File: config.mk
export PLATFORM = sky130hd
export DESIGN_NAME = wdog_itimer
export DESIGN_NICKNAME = d
export VERILOG_FILES = /design/src/rtl/wdog_itimer_pkg.sv /design/src/rtl/wdi_prescaler.sv /design/src/rtl/wdi_counter.sv /design/src/rtl/wdi_ctrl.sv /design/src/rtl/wdi_stretch.sv /design/src/rtl/wdog_itimer.sv
export SDC_FILE = /design/constraint.sdc
export NUM_CORES = 1
export LEC_CHECK = 0
export ABC_AREA = 1
export BUFFER_PORTS_ARGS = -buffer_cell sky130_fd_sc_hd__buf_2
export CAP_MARGIN = 20
export CORE_UTILIZATION = 56
export CTS_CLUSTER_SIZE = 10
export DETAILED_ROUTE_END_ITERATION = 7
export HOLD_SLACK_MARGIN = 0.12
export PLACE_DENSITY = 0.76
export SLEW_MARGIN = 20
export SYNTH_ARGS = -nofsm -noshare
export SYNTH_HDL_FRONTEND = slang
export SYNTH_SLANG_ARGS = --single-unit
export TNS_END_PERCENT = 10
File: constraint.sdc
create_clock -name clk -period 2.06 [get_ports clk]
set_clock_uncertainty 0.2 [all_clocks]
set_input_delay 0.515 -clock clk [delete_from_list [all_inputs] [get_ports clk]]
set_output_delay 0.515 -clock clk [all_outputs]
set_load 0.005 [all_outputs]
File: src/rtl/wdog_itimer_pkg.sv
package wdog_itimer_pkg;

  localparam int DATA_W    = 8;
  localparam int DIV_W     = 17;
  localparam int PULSE_LEN = 128;

  typedef struct packed {
    logic       mode;  // 1 = watchdog, 0 = interval
    logic       run;
    logic [2:0] tap;
  } ctl_t;

  // log2 of the division ratio for each tap code
  function automatic logic [4:0] tap_shift(input logic [2:0] sel);
    case (sel)
      3'd0:    return 5'd1;
      3'd1:    return 5'd6;
      3'd2:    return 5'd7;
      3'd3:    return 5'd9;
      3'd4:    return 5'd11;
      3'd5:    return 5'd13;
      3'd6:    return 5'd15;
      default: return 5'd17;
    endcase
  endfunction

  // low-bit mask whose all-ones state marks the last clock of a period
  function automatic logic [DIV_W-1:0] tap_mask(input logic [2:0] sel);
    logic [DIV_W:0] one;
    one = {{DIV_W{1'b0}}, 1'b1};
    return DIV_W'((one << tap_shift(sel)) - one);
  endfunction

endpackage

File: src/rtl/wdi_prescaler.sv
module wdi_prescaler
  import wdog_itimer_pkg::*;
#(
  parameter int W = DIV_W
) (
  input  logic       clk,
  input  logic       rst_n,
  input  logic       run,
  input  logic [2:0] sel,
  output logic       tick
);
  logic [W-1:0] div_q;
  logic [W-1:0] mask;

  always_ff @(posedge clk or negedge rst_n) begin
    if (!rst_n)    div_q <= '0;
    else if (!run) div_q <= '0;
    else           div_q <= div_q + 1'b1;
  end

  assign mask = W'(tap_mask(sel));
  assign tick = run && ((div_q & mask) == mask);
endmodule

File: src/rtl/wdi_counter.sv
module wdi_counter #(
  parameter int W = 8
) (
  input  logic         clk,
  input  logic         rst_n,
  input  logic         run,
  input  logic         tick,
  input  logic         load,
  input  logic [W-1:0] load_val,
  output logic [W-1:0] cnt_q,
  output logic         wrap
);
  assign wrap = run && tick && !load && (&cnt_q);

  always_ff @(posedge clk or negedge rst_n) begin
    if (!rst_n)    cnt_q <= '0;
    else if (!run) cnt_q <= '0;
    else if (load) cnt_q <= load_val;
    else if (tick) cnt_q <= cnt_q + 1'b1;
  end
endmodule

File: src/rtl/wdi_ctrl.sv
module wdi_ctrl
  import wdog_itimer_pkg::*;
(
  input  logic       clk,
  input  logic       rst_n,
  input  logic       rd_ctl,
  input  logic       wr_ctl,
  input  logic       wr_flag_bit,
  input  ctl_t       wr_fields,
  input  logic       wrap,
  output ctl_t       ctl_q,
  output logic       flag_q,
  output logic       flag_set,
  output logic       flag_clr
);
  logic armed_q;

  assign flag_set = wrap && !ctl_q.mode;
  assign flag_clr = wr_ctl && armed_q && !wr_flag_bit;

  always_ff @(posedge clk or negedge rst_n) begin
    if (!rst_n) begin
      ctl_q   <= '0;
      flag_q  <= 1'b0;
      armed_q <= 1'b0;
    end else begin
      if (wr_ctl) ctl_q <= wr_fields;
      if (flag_set)      flag_q <= 1'b1;
      else if (flag_clr) flag_q <= 1'b0;
      if (wr_ctl)                armed_q <= 1'b0;
      else if (rd_ctl && flag_q) armed_q <= 1'b1;
    end
  end
endmodule

File: src/rtl/wdi_stretch.sv
module wdi_stretch #(
  parameter int LEN = 128
) (
  input  logic clk,
  input  logic rst_n,
  input  logic trig,
  output logic pulse
);
  localparam int HW = $clog2(LEN + 1);
  logic [HW-1:0] left_q;

  always_ff @(posedge clk or negedge rst_n) begin
    if (!rst_n)            left_q <= '0;
    else if (trig)         left_q <= HW'(LEN);
    else if (left_q != '0) left_q <= left_q - 1'b1;
  end

  assign pulse = (left_q != '0);
endmodule

File: src/rtl/wdog_itimer.sv
module wdog_itimer
  import wdog_itimer_pkg::*;
#(
  parameter int CW  = DATA_W,
  parameter int DW  = DIV_W,
  parameter int PLS = PULSE_LEN
) (
  input  logic          clk,
  input  logic          rst_n,
  input  logic          bus_sel,
  input  logic          bus_wr,
  input  logic          bus_addr,
  input  logic [CW-1:0] bus_wdata,
  output logic [CW-1:0] bus_rdata,
  output logic          irq_interval,
  output logic          wdog_ovf_o
);
  // named internal events, also seen by the bound checker
  logic rd_ctl, wr_ctl, wr_cnt;
  logic tick, ovf_evt, flag_q, flag_set, flag_clr;
  ctl_t ctl_q, wr_fields;
  logic [CW-1:0] cnt_q;
  logic [CW-1:0] ctl_byte;

  assign rd_ctl = bus_sel && !bus_wr && !bus_addr;
  assign wr_ctl = bus_sel &&  bus_wr && !bus_addr;
  assign wr_cnt = bus_sel &&  bus_wr &&  bus_addr;

  assign wr_fields = '{mode: bus_wdata[6], run: bus_wdata[5], tap: bus_wdata[2:0]};

  wdi_prescaler #(.W(DW)) u_pre (
    .clk(clk), .rst_n(rst_n), .run(ctl_q.run), .sel(ctl_q.tap), .tick(tick)
  );

  wdi_counter #(.W(CW)) u_cnt (
    .clk(clk), .rst_n(rst_n), .run(ctl_q.run), .tick(tick),
    .load(wr_cnt), .load_val(bus_wdata), .cnt_q(cnt_q), .wrap(ovf_evt)
  );

  wdi_ctrl u_ctl (
    .clk(clk), .rst_n(rst_n), .rd_ctl(rd_ctl), .wr_ctl(wr_ctl),
    .wr_flag_bit(bus_wdata[7]), .wr_fields(wr_fields), .wrap(ovf_evt),
    .ctl_q(ctl_q), .flag_q(flag_q), .flag_set(flag_set), .flag_clr(flag_clr)
  );

  wdi_stretch #(.LEN(PLS)) u_pls (
    .clk(clk), .rst_n(rst_n), .trig(ovf_evt && ctl_q.mode), .pulse(wdog_ovf_o)
  );

  assign ctl_byte     = CW'({flag_q, ctl_q.mode, ctl_q.run, 2'b11, ctl_q.tap});
  assign bus_rdata    = bus_addr ? cnt_q : ctl_byte;
  assign irq_interval = flag_q && !ctl_q.mode;
endmodule

# --- Yosys cells after proc, flatten, opt, wreduce, memory -nomap -nowiden ---
# Index checks and enable logic that the tools add are counted.
word_totals:
  ff_bits: 40
  in_bits: 13
  out_inout_bits: 10
op_classes:
  n_addsub: 4
  n_eq_ne: 8
  shift: 1
  n_mux: 12
  bitwise_logic: 1
  n_reduce_logical: 26
op_table:
  columns: ["cell", "count"]
  rows:
  - ["2-to-1 mux 8 bit", 6]
  - ["case mux 5 bit (7 select lines)", 1]
  - ["adder 17 x 1 -> 17 bit, second input constant", 1]
  - ["AND 17 bit", 1]
  - ["== test 17 bit", 1]
  - ["2-to-1 mux 17 bit", 1]
  - ["left shift 1 x 5 -> 17 bit, first input constant", 1]
  - ["subtractor 17 x 1 -> 17 bit, second input constant", 1]
  - ["logical AND 1 bit", 15]
  - ["== test 3 bit, second input constant", 3]
  - ["adder 8 x 1 -> 8 bit, second input constant", 1]
  - ["AND reduction 8 bit", 1]
  - ["nonzero test 8 bit", 1]
  - ["subtractor 8 x 1 -> 8 bit, second input constant", 1]
  - ["== test 3 x 2 -> 1 bit, second input constant", 2]
  - ["nonzero test 2 bit", 3]
  - ["logical NOT 1 bit", 5]
  - ["2-to-1 mux 1 bit", 4]
  - ["== test 3 x 1 -> 1 bit, second input constant", 1]
  - ["logical NOT 3 bit", 1]
  - ["inequality test 3 bit, second input constant", 1]

# --- Logic depth before layout (Yosys ltp) ---
# Gate-level depths: netlist of the first run.
logic_depth:
  depth_word: 12
  depth_mapped: 13
  depth_no_buf: 13

# --- Hierarchy ---
# Synthesis of the first run repeated with hierarchy kept, for this count alone.
unflattened:
  cells_unflattened: 381
  hier_area_um2: 2620.0
modules_own_cells:
  columns: ["mod", "n_inst", "cells_each", "area_per_inst_um2"]
  rows:
  - ["wdi_prescaler", 1, 161, 1077.3]
  - ["wdi_counter", 1, 87, 595.6]
  - ["wdi_stretch", 1, 69, 509.2]
  - ["wdi_ctrl", 1, 32, 302.8]
  - ["wdog_itimer", 1, 32, 135.1]

# --- Worst setup path before layout of the first run ---
# OpenSTA, ideal clock, no wires.
synth_timing:
  kind: "flip-flop to flip-flop"
  start: "register, netlist name u_ctl.ctl_q[2]"
  end: "register u_pls.left_q[0]"
  setup_ps: 113
  t_arrival_ps: 1569
  t_required_ps: 1747
  slack_ps: 178
  stages_incl_launch_ff: 13
  n_path_buf: 0
  cell_sequence: "dfrtp_1 > inv_2 > nand3_2 > ha_1 > nor2_1 > nor2_1 > nand3_1 > nor2_1 > nand2_1 > nor2_2 > nand3_4 > nand2_1 > inv_1"
synth_via:
  elab_chain_len: 12
  word_cells_on_any_way: 19
  cone_classes: "add/sub: 1; eq/ne: 7; shift: 1; mux: 2; bitwise: 1; reduce/logical: 7"
synth_rtl:
  columns: ["item", "line", "rtl"]
  rows:
  - ["== test 3 bit, or another cell as far along", "wdog_itimer_pkg.sv:15", "case (sel)"]
  - ["case mux 5 bit (7 select lines) (*)", "wdog_itimer_pkg.sv:15", null]
  - ["left shift 1 x 5 -> 17 bit (*)", "wdog_itimer_pkg.sv:31", "return DIV_W'((one << tap_shift(sel)) - one);"]
  - ["subtractor 17 x 1 -> 17 bit (*)", "wdog_itimer_pkg.sv:31", null]
  - ["AND 17 bit", "wdi_prescaler.sv:22", "assign tick = run && ((div_q & mask) == mask);"]
  - ["== test 17 bit (*)", "wdi_prescaler.sv:22", null]
  - ["logical AND 1 bit (*)", "wdi_prescaler.sv:22", null]
  - ["logical AND 1 bit (*) (3 in a row)", "wdi_counter.sv:13", "assign wrap = run && tick && !load && (&cnt_q);"]
  - ["logical AND 1 bit (*)", "wdog_itimer.sv:47", ".clk(clk), .rst_n(rst_n), .trig(ovf_evt && ctl_q.mode), .pulse(wdog_ovf_o)"]
  - ["2-to-1 mux 8 bit or nonzero test 2 bit (tied branches)", null, null]
  - ["to (signal assigned)", "wdi_stretch.sv:14", "else if (trig) left_q <= HW'(LEN);"]
  - ["to (signal assigned)", "wdi_stretch.sv:15", "else if (left_q != '0) left_q <= left_q - 1'b1;"]
  - ["to (decl)", "wdi_stretch.sv:10", "logic [HW-1:0] left_q;"]
# Every way passes the cells marked *; elsewhere a longest branch is shown, timed or not.
# A chain may end at the register's enable or synchronous reset.

# --- Final worst setup path of the first run ---
layout_timing:
  start: "register, netlist name u_ctl.ctl_q[0]"
  end: "register u_pls.left_q[0]"
layout_via:
  elab_chain_len: 12
  word_cells_on_any_way: 19
  cone_classes: "add/sub: 1; eq/ne: 7; shift: 1; mux: 2; bitwise: 1; reduce/logical: 7"
layout_rtl:
  columns: ["item", "line"]
  rows:
  - ["== test 3 bit, or another cell as far along", "wdog_itimer_pkg.sv:15"]
  - ["case mux 5 bit (7 select lines) (*)", "wdog_itimer_pkg.sv:15"]
  - ["left shift 1 x 5 -> 17 bit (*)", "wdog_itimer_pkg.sv:31"]
  - ["subtractor 17 x 1 -> 17 bit (*)", "wdog_itimer_pkg.sv:31"]
  - ["AND 17 bit", "wdi_prescaler.sv:22"]
  - ["== test 17 bit (*)", "wdi_prescaler.sv:22"]
  - ["logical AND 1 bit (*)", "wdi_prescaler.sv:22"]
  - ["logical AND 1 bit (*) (3 in a row)", "wdi_counter.sv:13"]
  - ["logical AND 1 bit (*)", "wdog_itimer.sv:47"]
  - ["2-to-1 mux 8 bit or nonzero test 2 bit (tied branches)", null]
# Marked as above.

==> results of run 1 <==
==> layout by cell type, fill, tap and decap left out, types with 3 or more instances in the layout <==
cell type	synthesis	final
inv_1	57	54
inv_2	5	8
nand3b_1	4	4
buf_4	1	19
nor2_1	31	27
dfrtp_1	40	40
nand4_1	8	8
nand3_1	33	32
o21ai_0	22	22
nor2_2	3	6
buf_2	1	22
nor3_1	5	5
clkbuf_8	0	5
xor2_1	10	10
or2_2	3	3
a21oi_1	13	13
nand2_2	1	3
nand2_1	97	95
nor2_4	2	3
==> state kept, by name, summed over array words and instances (netlist names) <==
signal	flops
u_pre.div_q	17
u_cnt.cnt_q	8
u_pls.left_q	8
u_ctl.flag_q	1
u_ctl.ctl_q	5
u_ctl.armed_q	1
==> per-layer routing <==
metal  part of all wire  GRT usage  vias to the layer above
li1                   -          -                     1214
met1               0.47      0.325                     1039
met2               0.48      0.397                       59
met3              0.038     0.0363                        7
met4              0.015     0.0839                        0
met5                  0          0                        -
==> power by group through the flow <==
stage                     registers (mW)  clock network, mW  logic [mW]
after floorplan                    0.900                  0       0.254
after global placement             0.906                  0       0.399
after detailed placement           0.908                  0       0.402
after CTS                          0.893              0.511       0.409
after global routing               0.903              0.540       0.528
final                              0.896              0.497       0.468
==> worst max-delay path by stage <==
| stage | startpoint | endpoint | slack [ns] | depth (start not counted) |
|---|---|---|---|---|
| after floorplan | u_ctl.ctl_q[2] | u_pls.left_q[0] | 0.18 | 12 |
| after global placement | u_ctl.ctl_q[0] | u_pls.left_q[3] | 0.15 | 12 |
| after detailed placement | u_ctl.ctl_q[2] | u_pls.left_q[0] | 0.08 | 12 |
| after CTS | u_pls.left_q[0] | wdog_ovf_o | 0.02 | 6 |
| after global routing | u_ctl.ctl_q[2] | u_pls.left_q[0] | -0.13 | 12 |
| final | u_ctl.ctl_q[0] | u_pls.left_q[0] | 0.05 | 12 |
==> layout make-up <==
cell class / count / area [sq um] / area share
Clock buffer: 5 / 68.8 / 0.0230
Tap cell: 52 / 65.1 / 0.0217
Sequential cell: 40 / 1000 / 0.334
Inverter: 62 / 233 / 0.0777
Timing Repair Buffer: 43 / 283 / 0.0944
Multi-Input combinational cell: 251 / 1330 / 0.445
Clock inverter: 2 / 12.5 / 0.00418
==> through the flow <==
| step | cell area [sq um] | util | setup WS, ns |
|---|---|---|---|
| CTS | 2890 | 0.664 | 0.0211 |
| floorplan | 2540 | - | 0.178 |
| global route | 3000 | 0.688 | -0.127 |
| global placement | 2780 | 0.639 | 0.153 |
| detailed placement | 2780 | 0.639 | 0.0774 |
| finish | 3000 | 0.688 | 0.0501 |
==> what timing repair did <==
action                     in CTS  in global routing
hold buffers                    1                  0
setup endpoints to repair       1                 17
resized for setup               2                 13
setup buffers                   1                  8
hold endpoints to repair       19                  0
pin swaps                       2                  6
gates cloned                    0                  0
==> cells by family after synthesis <==
kind of cell / after synthesis
XOR/XNOR: 12
other: 1
AND/OR/NAND/NOR: 194
AO/OA/AOI/OAI: 40
adder cells (fa/ha/maj): 4
flip-flops: 40
buffers and inverters: 68
==> worst register-to-register path: cells and delay by family (launching register included) <==
kind	cells	cell delay, ns
adders and majority gates	1	0.27
and+or+nand+nor	9	0.88
buffers and inverters	2	0.14
DFF	1	0.40
==> flow_summary.yaml, run 1 <==
final_layout:
  nFillCells: 351
  fin_cells: 455
  final_nets: 420
  drive_gt1_frac: 0.206
  syn2layout_area_growth_pct: 18.1
  n_antenna_cell: 0
timing:
  period_share: 0.976
  holdWs_ns: 0.245
  setup_viol: 0
  timing.setup.tns_ns: 0
  rsz0062_at_grt: "yes"
  finalMaxSlewViolations: 0
  fmax_mhz: 498
  min_period_ns: 2.01
  hold_violations: 0
worst_setup_path:
  cp.arrival_ns: 2.00
  cp.required_ns: 2.05
  crit_path_top_delay_cell: "dfrtp_1"
  critPathBufInv: 2
  worstSetupStartpointType: "flip-flop"
  critical-path-top-delay-family: "simple AND/OR/NAND/NOR gates"
  slowest_delay_ns: 0.40
  crit_path_max_fanout: 8
  rr_startpoint: "u_ctl.ctl_q[0]"
  crit_chain: "inv_2 > nand3_4 > ha_4 > nor2_2 > nor2_2 > nand3_1 > nor2_1 > nand2_1 > nor2_4 > nand3_4 > nand2_2 > inv_2"
  reg2reg_slack_ns: 0.05
  worstSetupEndpointType: "flip-flop"
  reg2reg_to: "u_pls.left_q[0]"
  path_class: "flip-flop to flip-flop"
  r2r_cells: 12
yosys:
  async_flop_share: 1.00
  synthesis.area_sq_um: 2540
  synth_nets: 376
  yosys-top-cells-count: "nand2_1 (97), inv_1 (57), dfrtp_1 (40), nand3_1 (33), nor2_1 (31)"
  avgSynthCellArea_sq_um: 7.07
  yosys-top-cells-area: "dfrtp_1 (39%), nand2_1 (14%), inv_1 (8.4%)"
  post-synth-top-count-cell: "nand2_1"
  synth_compound_area_frac: 0.0843
  ys_seq_area_frac: 0.394
  synth_top_area_cell: "dfrtp_1"
  synth.distinct_cells: 31
  yosysWarnings: 0
  yosys.area_share.xor_xnor: 0.0414
  synthAdderAreaFrac: 0.0197
  ys_seq_elements: 40
  synth_edf_count: 0
  synth_top_family_by_area: "simple AND/OR/NAND/NOR gates"
  muxShareOfSynthArea: 0
  synth_simple_gate_area_frac: 0.356
  synthFlopType: "dfrtp_1"
  synth_top_area_share: 0.394
  synthCells: 359
hold_path:
  worstHoldStart: "bus_wdata[6]"
  hold_end: "u_ctl.ctl_q[4]"
  min_path_cells: 3
  hold_class: "input pin to flip-flop"
drt:
  vias: 2319
  viasPerCell: 5.10
  routed_wl_um: 5530
  first_pass_iters: 5
  postRouteAntennaNets: 0
  wl_per_cell_um: 12.1
  first_iter_violations: 109
  drc: 0
clocking:
  numCtsBuffers: 5
  clockBufferDepth: 2
  h-tree-depth: 2
  cts_root_buf: "clkbuf_8"
  clkTransAtPathRegs_ns: 0.08
  clock_sinks: 40
  insertion_delay_ns: 0.29
  cts_tree: "yes"
place:
  placedCellCount: 438
  portBuffers: 22
  gp_congestion: 0.921
  dpl.hpwl_um: 4110
pwr:
  p_int_mw: 1.26
  swShare: 0.322
  power_mw: 1.86
  ir_drop_mv: 0.785
  power_frac_comb: 0.251
  power_leakage_nw: 1.54
  p_per_area_nw_per_um2: 621
  p_switching_mw: 0.599
  p_clk_frac: 0.267
  pwr-share-seq: 0.481
global_route:
  grt_pass1_vias: 2115
  antenna_found_initial: 0
  grt_use_total: 0.241
  grt_max_degree: 22
  grt_pass1_wl_um: 9240
  overflow: 0
floorplan:
  die_area_sq_um: 4800
  core.rowCount: 24
  core_area_sq_um: 4350
  die_h_um: 69.3
  ios: 23
  initial_core_util: 0.583
  fp.dieW_um: 69.3
outcome:
  status: "complete, no violations"
run:
  maxCapViolations: 0
Power figures use the tool's default switching activity.
==> inputs of run 2 (changes only) <==
==> constraint.sdc (replaced) <==
create_clock -name clk -period 2.55 [get_ports clk]
set_clock_uncertainty 0.2 [all_clocks]
set_input_delay 0.51 -clock clk [delete_from_list [all_inputs] [get_ports clk]]
set_output_delay 0.51 -clock clk [all_outputs]
set_load 0.005 [all_outputs]
==> run 2 against run 1 <==
Against the previous run: via count shrank 2.4%; critical path depth did not move; non-clock buffer count fell by 18; critical endpoint is now u_pls.left_q[4]; register-to-register slack improved by 0.27 ns; sequential power decreased by 18%; worst setup slack better by 0.27 ns; total power is 21% lower; hold slack worse by 0.11 ns; fmax is 9.8% lower; cell area shrank 6.4%; sequential cell count unchanged.
==> flow_summary.yaml, run 2 (synthesized netlist as in run 1, its figures left out) <==
outcome:
  status: "complete, no violations"
drt:
  postRouteAntennaNets: 0
  routed_wl_um: 5250
  first_iter_violations: 125
  wl_per_cell_um: 12.0
  vias: 2263
  drc: 0
  viasPerCell: 5.17
  first_pass_iters: 4
floorplan:
  initial_core_util: 0.583
  ios: 23
  die_h_um: 69.3
  fp.dieW_um: 69.3
  core.rowCount: 24
  die_area_sq_um: 4800
  core_area_sq_um: 4350
worst_setup_path:
  worstSetupStartpointType: "flip-flop"
  cp.required_ns: 2.54
  path_class: "flip-flop to flip-flop"
  crit_path_max_fanout: 8
  crit_start: "u_ctl.ctl_q[1]"
  worstSetupEndpointType: "flip-flop"
  rr_startpoint: "u_ctl.ctl_q[1]"
  cp.arrival_ns: 2.22
  crit_end: "u_pls.left_q[4]"
  reg2reg_to: "u_pls.left_q[4]"
  reg2reg_slack_ns: 0.32
  r2r_cells: 12
pwr:
  p_int_mw: 0.998
  power_leakage_nw: 1.46
  p_per_area_nw_per_um2: 525
  power_frac_comb: 0.192
  swShare: 0.322
  ir_drop_mv: 0.384
  pwr-share-seq: 0.502
  p_switching_mw: 0.475
  power_mw: 1.47
  p_clk_frac: 0.306
place:
  portBuffers: 22
  pre_cts_ws_ns: 0.340
  placedCellCount: 430
  gp_congestion: 0.843
  dpl_cell_area_sq_um: 2710
  dpl.hpwl_um: 3890
global_route:
  grtUsageMet1: 0.343
  global_route.usage.met3: 0.0392
  grt_max_degree: 41
  grt_use_total: 0.236
  antenna_found_initial: 0
  grt_pass1_wl_um: 9180
  overflow: 0
  use_met2: 0.365
  busiest_layer: "met2"
  grt_pass1_vias: 2056
timing:
  min_period_ns: 2.23
  hold_violations: 0
  rsz0062_at_grt: "no"
  period_share: 0.873
  worstMarginPinSlew_ns: 0.898
  fmax_mhz: 449
  relSlewSlack: 0.402
  finalMaxSlewViolations: 0
  final.setup.worst_slack_ns: 0.323
  holdWs_ns: 0.137
  timing.setup.tns_ns: 0
  setup_viol: 0
clocking:
  clock_sinks: 40
  clockBufferDepth: 2
  cts_root_buf: "clkbuf_8"
  clkTransAtPathRegs_ns: 0.09
  insertion_delay_ns: 0.30
  numCtsBuffers: 5
  ctsResizeCount: 0
  h-tree-depth: 2
  cts_tree: "yes"
  cts_hold_buf: 0
  post_cts_buffers: 0
final_layout:
  layout_common_cells: "nand2_1 (97), inv_1 (57), dfrtp_1 (40)"
  drive_gt1_frac: 0.142
  final_nets: 402
  syn2layout_area_growth_pct: 10.6
  largest_reg_flops: 17
  top_regs: "u_pre.div_q (17), u_cnt.cnt_q (8), u_pls.left_q (8)"
  final_common_cell: "nand2_1"
  fin_cells: 438
  final_util: 0.644
  n_antenna_cell: 0
  regMostFlops: "u_pre.div_q"
  final_cell_area_sq_um: 2810
run:
  maxCapViolations: 0
hold_path:
  hold_class: "input pin to asynchronous set/reset pin"
run 2: cell types whose count changed in the layout (fill, tap and decap cells not counted), moves of 3 or more:
cell	previous run	this run
buf_4	19	3
inv_2	8	5
nor2_1	27	31
inv_1	54	57
nor2_2	6	3
run 2: worst min path at each step:
stage / endpoint / slack (ns) / cells after the start
floorplan: u_cnt.cnt_q[0] / 0.01 / 0
global placement: u_pre.div_q[0] / 0.27 / 1
detailed placement: u_pre.div_q[0] / 0.28 / 1
CTS: u_pre.div_q[4] / 0.17 / 1
global route: u_pre.div_q[5] / 0.21 / 1
finish: u_pre.div_q[6] / 0.14 / 1
run 2: worst max-delay path: stages, from the launching register on:
cell	delay (ns)
dfrtp_1	0.44
inv_2	0.15
nand3_2	0.11
ha_1	0.29
nor2_1	0.04
nor2_1	0.19
nand3_1	0.11
nor2_1	0.10
nand2_1	0.07
nor2_2	0.15
nand3_4	0.13
nand2_1	0.09
inv_1	0.04
run 2: power by group through the flow:
stage	logic (mW)	registers, mW	clock network, mW
floorplan	0.205	0.727	0
global placement	0.274	0.750	0
finish	0.283	0.739	0.450
detailed placement	0.281	0.749	0
global route	0.323	0.747	0.484
CTS	0.282	0.738	0.460
run 2: area by class of cell:
cell class                 count  area, sq um
clock buffer                   6         82.6
fill                         406         1550
timing repair buffer          25          133
clock inverter                 2         15.0
tap                           52         65.1
multi-input combinational    251         1280
sequential                    40         1000
inverter                      62          233
run 2: metal layers:
layer,share of wire,vias up
li1,-,1176
met1,0.51,1040
met2,0.45,41
met3,0.037,6
met4,0.011,0
met5,0,-
